`src/rtl/adc_seq.sv`:
```
module adc_seq #(
  parameter int CLK_MHZ = 100,
  parameter int CH_W    = 5,
  parameter int RES_W   = 12
) (
  input  logic             clk,
  input  logic             rst_n,
  input  logic [2:0]       bus_addr,
  input  logic             wr_en,
  input  logic             rd_en,
  input  logic [7:0]       wdata,
  output logic [7:0]       rdata,
  output logic [CH_W-1:0]  mux_ch,
  output logic             sh_hold,
  output logic             adc_start,
  input  logic             adc_busy,
  input  logic [RES_W-1:0] adc_data,
  output logic             irq
);
  localparam int MAX_CYC = CLK_MHZ * 100;
  localparam int CNT_W   = $clog2(MAX_CYC + 1);
  localparam int HI_W    = RES_W - 8;

  typedef enum logic [1:0] {S_IDLE, S_SETTLE, S_ARM, S_CONV} state_t;

  state_t             st;
  logic [CNT_W-1:0]   cnt;
  logic [CH_W-1:0]    ch_q;
  logic [1:0]         gain_q;
  logic               ien_q;
  logic [RES_W-1:0]   res_q;
  logic               unread_q, lo_seen, hi_seen, irq_q;
  logic               start_q, hold_q;
  logic               active, wr_ch, wr_ctl, rd_lo, rd_hi, lo_n, hi_n;
  logic               unused_bits;

  function automatic logic [CNT_W-1:0] settle_len(input logic [1:0] g);
    case (g)
      2'd0:    settle_len = CNT_W'(CLK_MHZ * 20);
      2'd1:    settle_len = CNT_W'(CLK_MHZ * 30);
      2'd2:    settle_len = CNT_W'(CLK_MHZ * 40);
      default: settle_len = CNT_W'(CLK_MHZ * 100);
    endcase
  endfunction

  assign active  = (st != S_IDLE);
  assign wr_ch   = wr_en && bus_addr == 3'd0;
  assign wr_ctl  = wr_en && bus_addr == 3'd4;
  assign rd_lo   = rd_en && bus_addr == 3'd2;
  assign rd_hi   = rd_en && bus_addr == 3'd3;
  assign lo_n    = lo_seen | rd_lo;
  assign hi_n    = hi_seen | rd_hi;
  assign unused_bits = ^wdata[7:5];

  assign mux_ch    = ch_q;
  assign sh_hold   = hold_q;
  assign adc_start = start_q;
  assign irq       = irq_q & ien_q;

  always_ff @(posedge clk) begin
    if (!rst_n) begin
      gain_q <= '0;
      ien_q  <= 1'b0;
    end else if (wr_ctl) begin
      gain_q <= wdata[1:0];
      ien_q  <= wdata[2];
    end
  end

  always_ff @(posedge clk) begin
    if (!rst_n) begin
      st       <= S_IDLE;
      cnt      <= '0;
      ch_q     <= '0;
      res_q    <= '0;
      unread_q <= 1'b0;
      lo_seen  <= 1'b0;
      hi_seen  <= 1'b0;
      irq_q    <= 1'b0;
      start_q  <= 1'b0;
      hold_q   <= 1'b0;
    end else begin
      start_q <= 1'b0;
      lo_seen <= lo_n;
      hi_seen <= hi_n;
      if (lo_n && hi_n) unread_q <= 1'b0;
      if (rd_hi) irq_q <= 1'b0;
      case (st)
        S_IDLE: if (wr_ch) begin
          ch_q <= wdata[CH_W-1:0];
          cnt  <= settle_len(gain_q) - 1'b1;
          st   <= S_SETTLE;
        end
        S_SETTLE: if (cnt == '0) begin
          st      <= S_ARM;
          start_q <= 1'b1;
          hold_q  <= 1'b1;
        end else begin
          cnt <= cnt - 1'b1;
        end
        S_ARM: if (adc_busy) st <= S_CONV;
        default: if (!adc_busy) begin
          st       <= S_IDLE;
          hold_q   <= 1'b0;
          res_q    <= adc_data;
          unread_q <= 1'b1;
          lo_seen  <= 1'b0;
          hi_seen  <= 1'b0;
          irq_q    <= 1'b1;
        end
      endcase
    end
  end

  always_comb begin
    case (bus_addr)
      3'd1:    rdata = {6'b0, ~unread_q, ~active};
      3'd2:    rdata = res_q[7:0];
      3'd3:    rdata = {{(8-HI_W){1'b0}}, res_q[RES_W-1:8]};
      3'd4:    rdata = {5'b0, ien_q, gain_q};
      default: rdata = 8'h00;
    endcase
  end
endmodule

```
`config.mk`:
```
export PLATFORM = sky130hd
export DESIGN_NAME = adc_seq
export DESIGN_NICKNAME = d
export VERILOG_FILES = /design/src/rtl/adc_seq.sv
export SDC_FILE = /design/constraint.sdc
export NUM_CORES = 1
export LEC_CHECK = 0
export BUFFER_PORTS_ARGS = -buffer_cell sky130_fd_sc_hd__buf_2
export CORE_MARGIN = 2
export CORE_UTILIZATION = 60
export DETAILED_ROUTE_END_ITERATION = 7
export GPL_ROUTABILITY_DRIVEN = 0
export PLACE_DENSITY = 0.91
export SKIP_CTS_REPAIR_TIMING = 1
export SLEW_MARGIN = 10
export SYNTH_ARGS = -nofsm -noshare
export SYNTH_HDL_FRONTEND = slang
export SYNTH_SLANG_ARGS = --single-unit
```
`constraint.sdc`:
```
create_clock -name clk -period 5.9 [get_ports clk]
set_input_delay 1.18 -clock clk [delete_from_list [all_inputs] [get_ports clk]]
set_output_delay 1.18 -clock clk [all_outputs]
set_load 0.01 [all_outputs]
```
* After elaboration in Yosys (flattened, before gate mapping)
Cells that the tools add are included.
** Storage, ports and cells
- Input bits :: 28
- Word-level logic and storage cells :: 82
- Flip-flop bits (word level) :: 42
- Bits in read-only memories :: 0
- Memory bits (writable) :: 0
- Memories kept :: 0
- Bits in latches :: 0
** Operators by class
- $lt $le $gt $ge :: 0
- Multipliers :: 0
- Divide/modulo/power cells :: 0
- Mux-type cells :: 27
- Reductions and logical operators :: 19
- Shift-type cells :: 0
- Equality and inequality tests :: 14
- $add $sub $neg :: 2
- Bitwise operators :: 8
** Operators with widths (count)
- 2-to-1 mux 14 bit :: 5
- case mux 14 bit (3 select lines) :: 1
- case mux 8 bit (4 select lines) :: 1
- case mux 14 bit (2 select lines) :: 1
- subtractor 14 x 1 -> 14 bit, second input constant :: 2
- zero test 14 bit :: 1
- 2-to-1 mux 1 bit :: 13
- 2-to-1 mux 2 bit :: 4
- inequality test 2 bit, second input constant :: 4
- == test 3 x 2 -> 1 bit, second input constant :: 2
- case mux 2 bit (3 select lines) :: 1
- AND reduction 2 bit :: 3
- AND reduction 3 bit :: 2
- logical AND 1 bit :: 5
- inverter 1 bit :: 5
- == test 2 x 1 -> 1 bit, second input constant :: 2
- == test 2 bit, second input constant :: 2
- zero test 2 bit :: 2
- inequality test 4 x 1 -> 1 bit, second input constant :: 1
- AND reduction 4 bit :: 1
- nonzero test 2 bit :: 2
- == test 3 x 1 -> 1 bit, second input constant :: 1
- == test 3 bit, second input constant :: 1
- zero test 3 bit :: 1
- other kinds (6) :: 7

* Logic depth before layout (Yosys ltp)
- Word-level depth :: 8
- Depth in mapped cells :: 11
- Gate-level depth less buffers :: 10

* Worst setup path before layout
Ideal clock, no wire load.
- Path kind :: in2out
- Start :: input bus_addr[0]
- End :: output rdata[0]
- Cell stages on the path :: 4
- Slack :: 2774 ps
- Arrival time :: 1946 ps
- Cell sequence :: buf_2 mux2_2 a21oi_1 o21ai_0
** Between the ends
- Longest elaborated chain between the ends :: 2
** RTL lines
- start, declared :: line 8 : input logic [2:0] bus_addr,
- == test 3 bit, or another cell as far along :: line 116 : case (bus_addr)
- case mux 8 bit (4 select lines) * :: line 116
- end, declared :: line 12 : output logic [7:0] rdata,
Every way passes the cells marked *; elsewhere a longest branch is shown, timed or not.

* Worst setup path in the final report
- Start :: input bus_addr[2]
- End :: output rdata[4]
Same word-level chain as after synthesis.

==> run_results.csv <==
group,metric,value,unit
place,placed_cell_area,0.00277,mm^2
cts,cts_root_buffer,"clkbuf_8",
critical_path,cp_max_fo,8,
power,power,902,uW
synthesis,synth_nets,353,
timing,slew-limit-headroom,42.4,%
power,ir_drop,0.000180,V
drt,wirelength,5930,um
cts,clock_sinks,42,
critical_path,r2r_start,"st[1]",
place,port_buffers,40,
critical_path,endpoint_kind,"primary output",
floorplanning,ioPinCount,44,
timing,hold_viol_final,0,
drt,ant_nets,0,
global_route,grt_usage,25.0,%
synthesis,synthDistinctLibCells,58,
cts,cts.clk_slew.worst_paths,80,ps
drt,vias,2397,
critical_path,cp.arrival,2220,ps
timing,holdWs,461,ps
timing,fin_crit,3400,ps
cts,cts.path.max_buffers,2,
cells_and_area,stdcell_area,0.00288,mm^2
synthesis,async_reset_ff_share,0,%
global_route,overflow,0,
synthesis,synth_edf_count,0,
cells_and_area,drive_gt1_share,17.9,%
power,pwr_density_cell,313,mW/mm^2
synthesis,synthCells,313,
timing,fin_crit_sh,57.6,%
run_status,status,"finished, final reports clean",
synthesis,ys.flop_type,"dfxtp_1",
timing,drv_slew,0,
synthesis,synthesis.area,0.00259,mm^2
synthesis,ys_seq_area_share,32.4,%
critical_path,required,4720,ps
global_route,grt_max_degree,42,
floorplanning,core.rowCount,23,
synthesis,yosysWarnings,0,
cells_and_area,area_growth,11.2,%
power,leakage,0.00116,uW
floorplanning,die_y,69.7,um
cells_and_area,fillers,320,
timing,finalClockSkew,7.33,ps
timing,fin_setup_tns,0,ps
critical_path,crit_path_start,"bus_addr[2]",
synthesis,yosys_register_bits,42,
worst_hold_path,hp-start,"mux_ch[4]",
timing,tightest_slew,862,ps
global_route,antenna_found_initial,0,
synthesis,avgSynthCellArea,8.28,um^2
cts,insertion_delay,300,ps
cells_and_area,num_antenna_cells,0,
job,maxCapViolCount,0,
synthesis,synth_largest_area_cell,"dfxtp_1",
place,dp_hpwl,4110,um
drt,firstDrtPassIters,4,
cells_and_area,nets,385,
cts,htreeDepth,2,
drt,routedWlPerCell,15.0,um
cts,cts_tree,"done",
drt,drtIter0Drc,156,
global_route,grt_first_pass_wirelength,9960,um
synthesis,synth_area_leaders,"dfxtp_1, a21boi_0, nand2_1, ha_1, nor2b_1",
critical_path,criticalPathCategory,"primary input to primary output",
timing,setup_viol,0,
critical_path,start_kind,"primary input",
timing,rsz0062_at_grt,"false",
floorplanning,dieArea,0.00486,mm^2
global_route,grt_pass1_vias,2217,
cts,numCtsBuffers,5,
synthesis,synth_top_area_share,32.4,%
worst_hold_path,min_path_type,"flop to flop",
floorplanning,fp.dieW,69.7,um
drt,viasPerCell,6.05,
timing,max_freq,294,MHz
cells_and_area,fin_util,70.5,%
drt,drcViolationCount,0,
floorplanning,start_util,63.4,%
floorplanning,core_area,0.00409,mm^2
## worst max-delay path, cell delays in order
cell and delay, ps:
buf_2 150, nand2b_1 190, nor2_1 360, and2_1 200
buf_2 140
## synthesized netlist by cell type, types with 2 or more instances
master	count
nand2_1	43
dfxtp_1	42
a21boi_0	24
nor2_1	15
o21ai_0	15
a21oi_1	14
nor2b_1	14
ha_1	12
inv_1	12
nand3_1	12
clkbuf_1	9
nor3_1	7
and2_1	6
mux2i_1	6
nand2b_1	5
a22o_1	4
o31a_1	4
a22oi_1	3
and3_1	3
buf_2	3
buf_6	3
nor3b_1	3
nor4_1	3
o21a_1	3
o22ai_1	3
o31ai_1	3
a21boi_1	2
a221oi_1	2
a31oi_1	2
mux2_2	2
nand3b_1	2
nand4_1	2
o211a_1	2
or3_1	2
xnor2_1	2
xor2_1	2
## per-stage QoR
stage | setup WS, ps | std cells
global placement | 2560 | 388
global route | 2410 | 396
finish | 2500 | 396
CTS | 2520 | 396
detailed placement | 2520 | 388
floorplan | 2770 | 313
## placed cells by master, fill, tap and decap left out, types with 2 or more instances in the layout
cell type and instances:
a21boi_1 2, xnor2_1 2, a21boi_0 24, nor3b_1 3, nor4_1 3, o211a_1 2
o31a_1 4, a31oi_1 2, nand3b_1 2, xor2_1 2, clkbuf_8 5, nand3_1 12
a22oi_1 3, a22o_1 4, inv_1 12, nand4_1 2, nor2_1 15, o21ai_0 15
and2_1 6, or3_1 2, nand2b_1 5, a21oi_1 14, and3_1 3, o31ai_1 3
nor3_1 7, dfxtp_1 42, ha_1 12, o22ai_1 3, mux2_2 2, a221oi_1 2
mux2i_1 6, o21a_1 3, nand2_1 43, buf_2 40, nor2b_1 14
## flip-flops by register name, summed over array words and instances (netlist names)
signal     count
res_q         12
mux_ch         5
adc_start      1
irq_q          1
unread_q       1
ien_q          1
cnt           14
sh_hold        1
hi_seen        1
st             2
lo_seen        1
gain_q         2
## worst paths after layout
check,slack [ps],endpoint,cells after the start
min reg2reg,460,mux_ch[4],2
min,460,mux_ch[4],2
max,2500,rdata[4],5
max reg2reg,3240,cnt[8],10
## cell type report
type	instances	area (um^2)	share of cell area, %
Timing Repair Buffer	41	208	7.20
Tap cell	50	62.6	2.17
Multi-Input combinational cell	242	1610	55.9
Inverter	13	48.8	1.69
Sequential cell	42	841	29.2
Clock buffer	6	72.6	2.52
Clock inverter	2	37.5	1.30
## metal layers
layer / GRT usage, % / vias to the layer above / wire length, um
li1: - / 1179 / -
met1: 31.2 / 1117 / 2590
met2: 42.8 / 89 / 2850
met3: 5.09 / 12 / 392
met4: 8.55 / 0 / 99
met5: 0 / - / 0
## cells by family after synthesis
| family | after synthesis | share of synthesized area [%] |
|---|---|---|
| and+or+nand+nor | 123 | 24.7 |
| AOI/OAI and AO/OA | 95 | 27.2 |
| DFF | 42 | 32.4 |
| buffers and inverters | 29 | 5.36 |
| adders and majority gates | 12 | 5.79 |
| muxes | 8 | 3.19 |
| xor gates and xnor gates | 4 | 1.35 |
## power by group
group	total, uW	internal (uW)	switching [uW]
Combinational	337	124	213
Sequential	334	306	28.0
Clock	231	126	104
Total	902	556	346
Power figures use the tool's default switching activity.
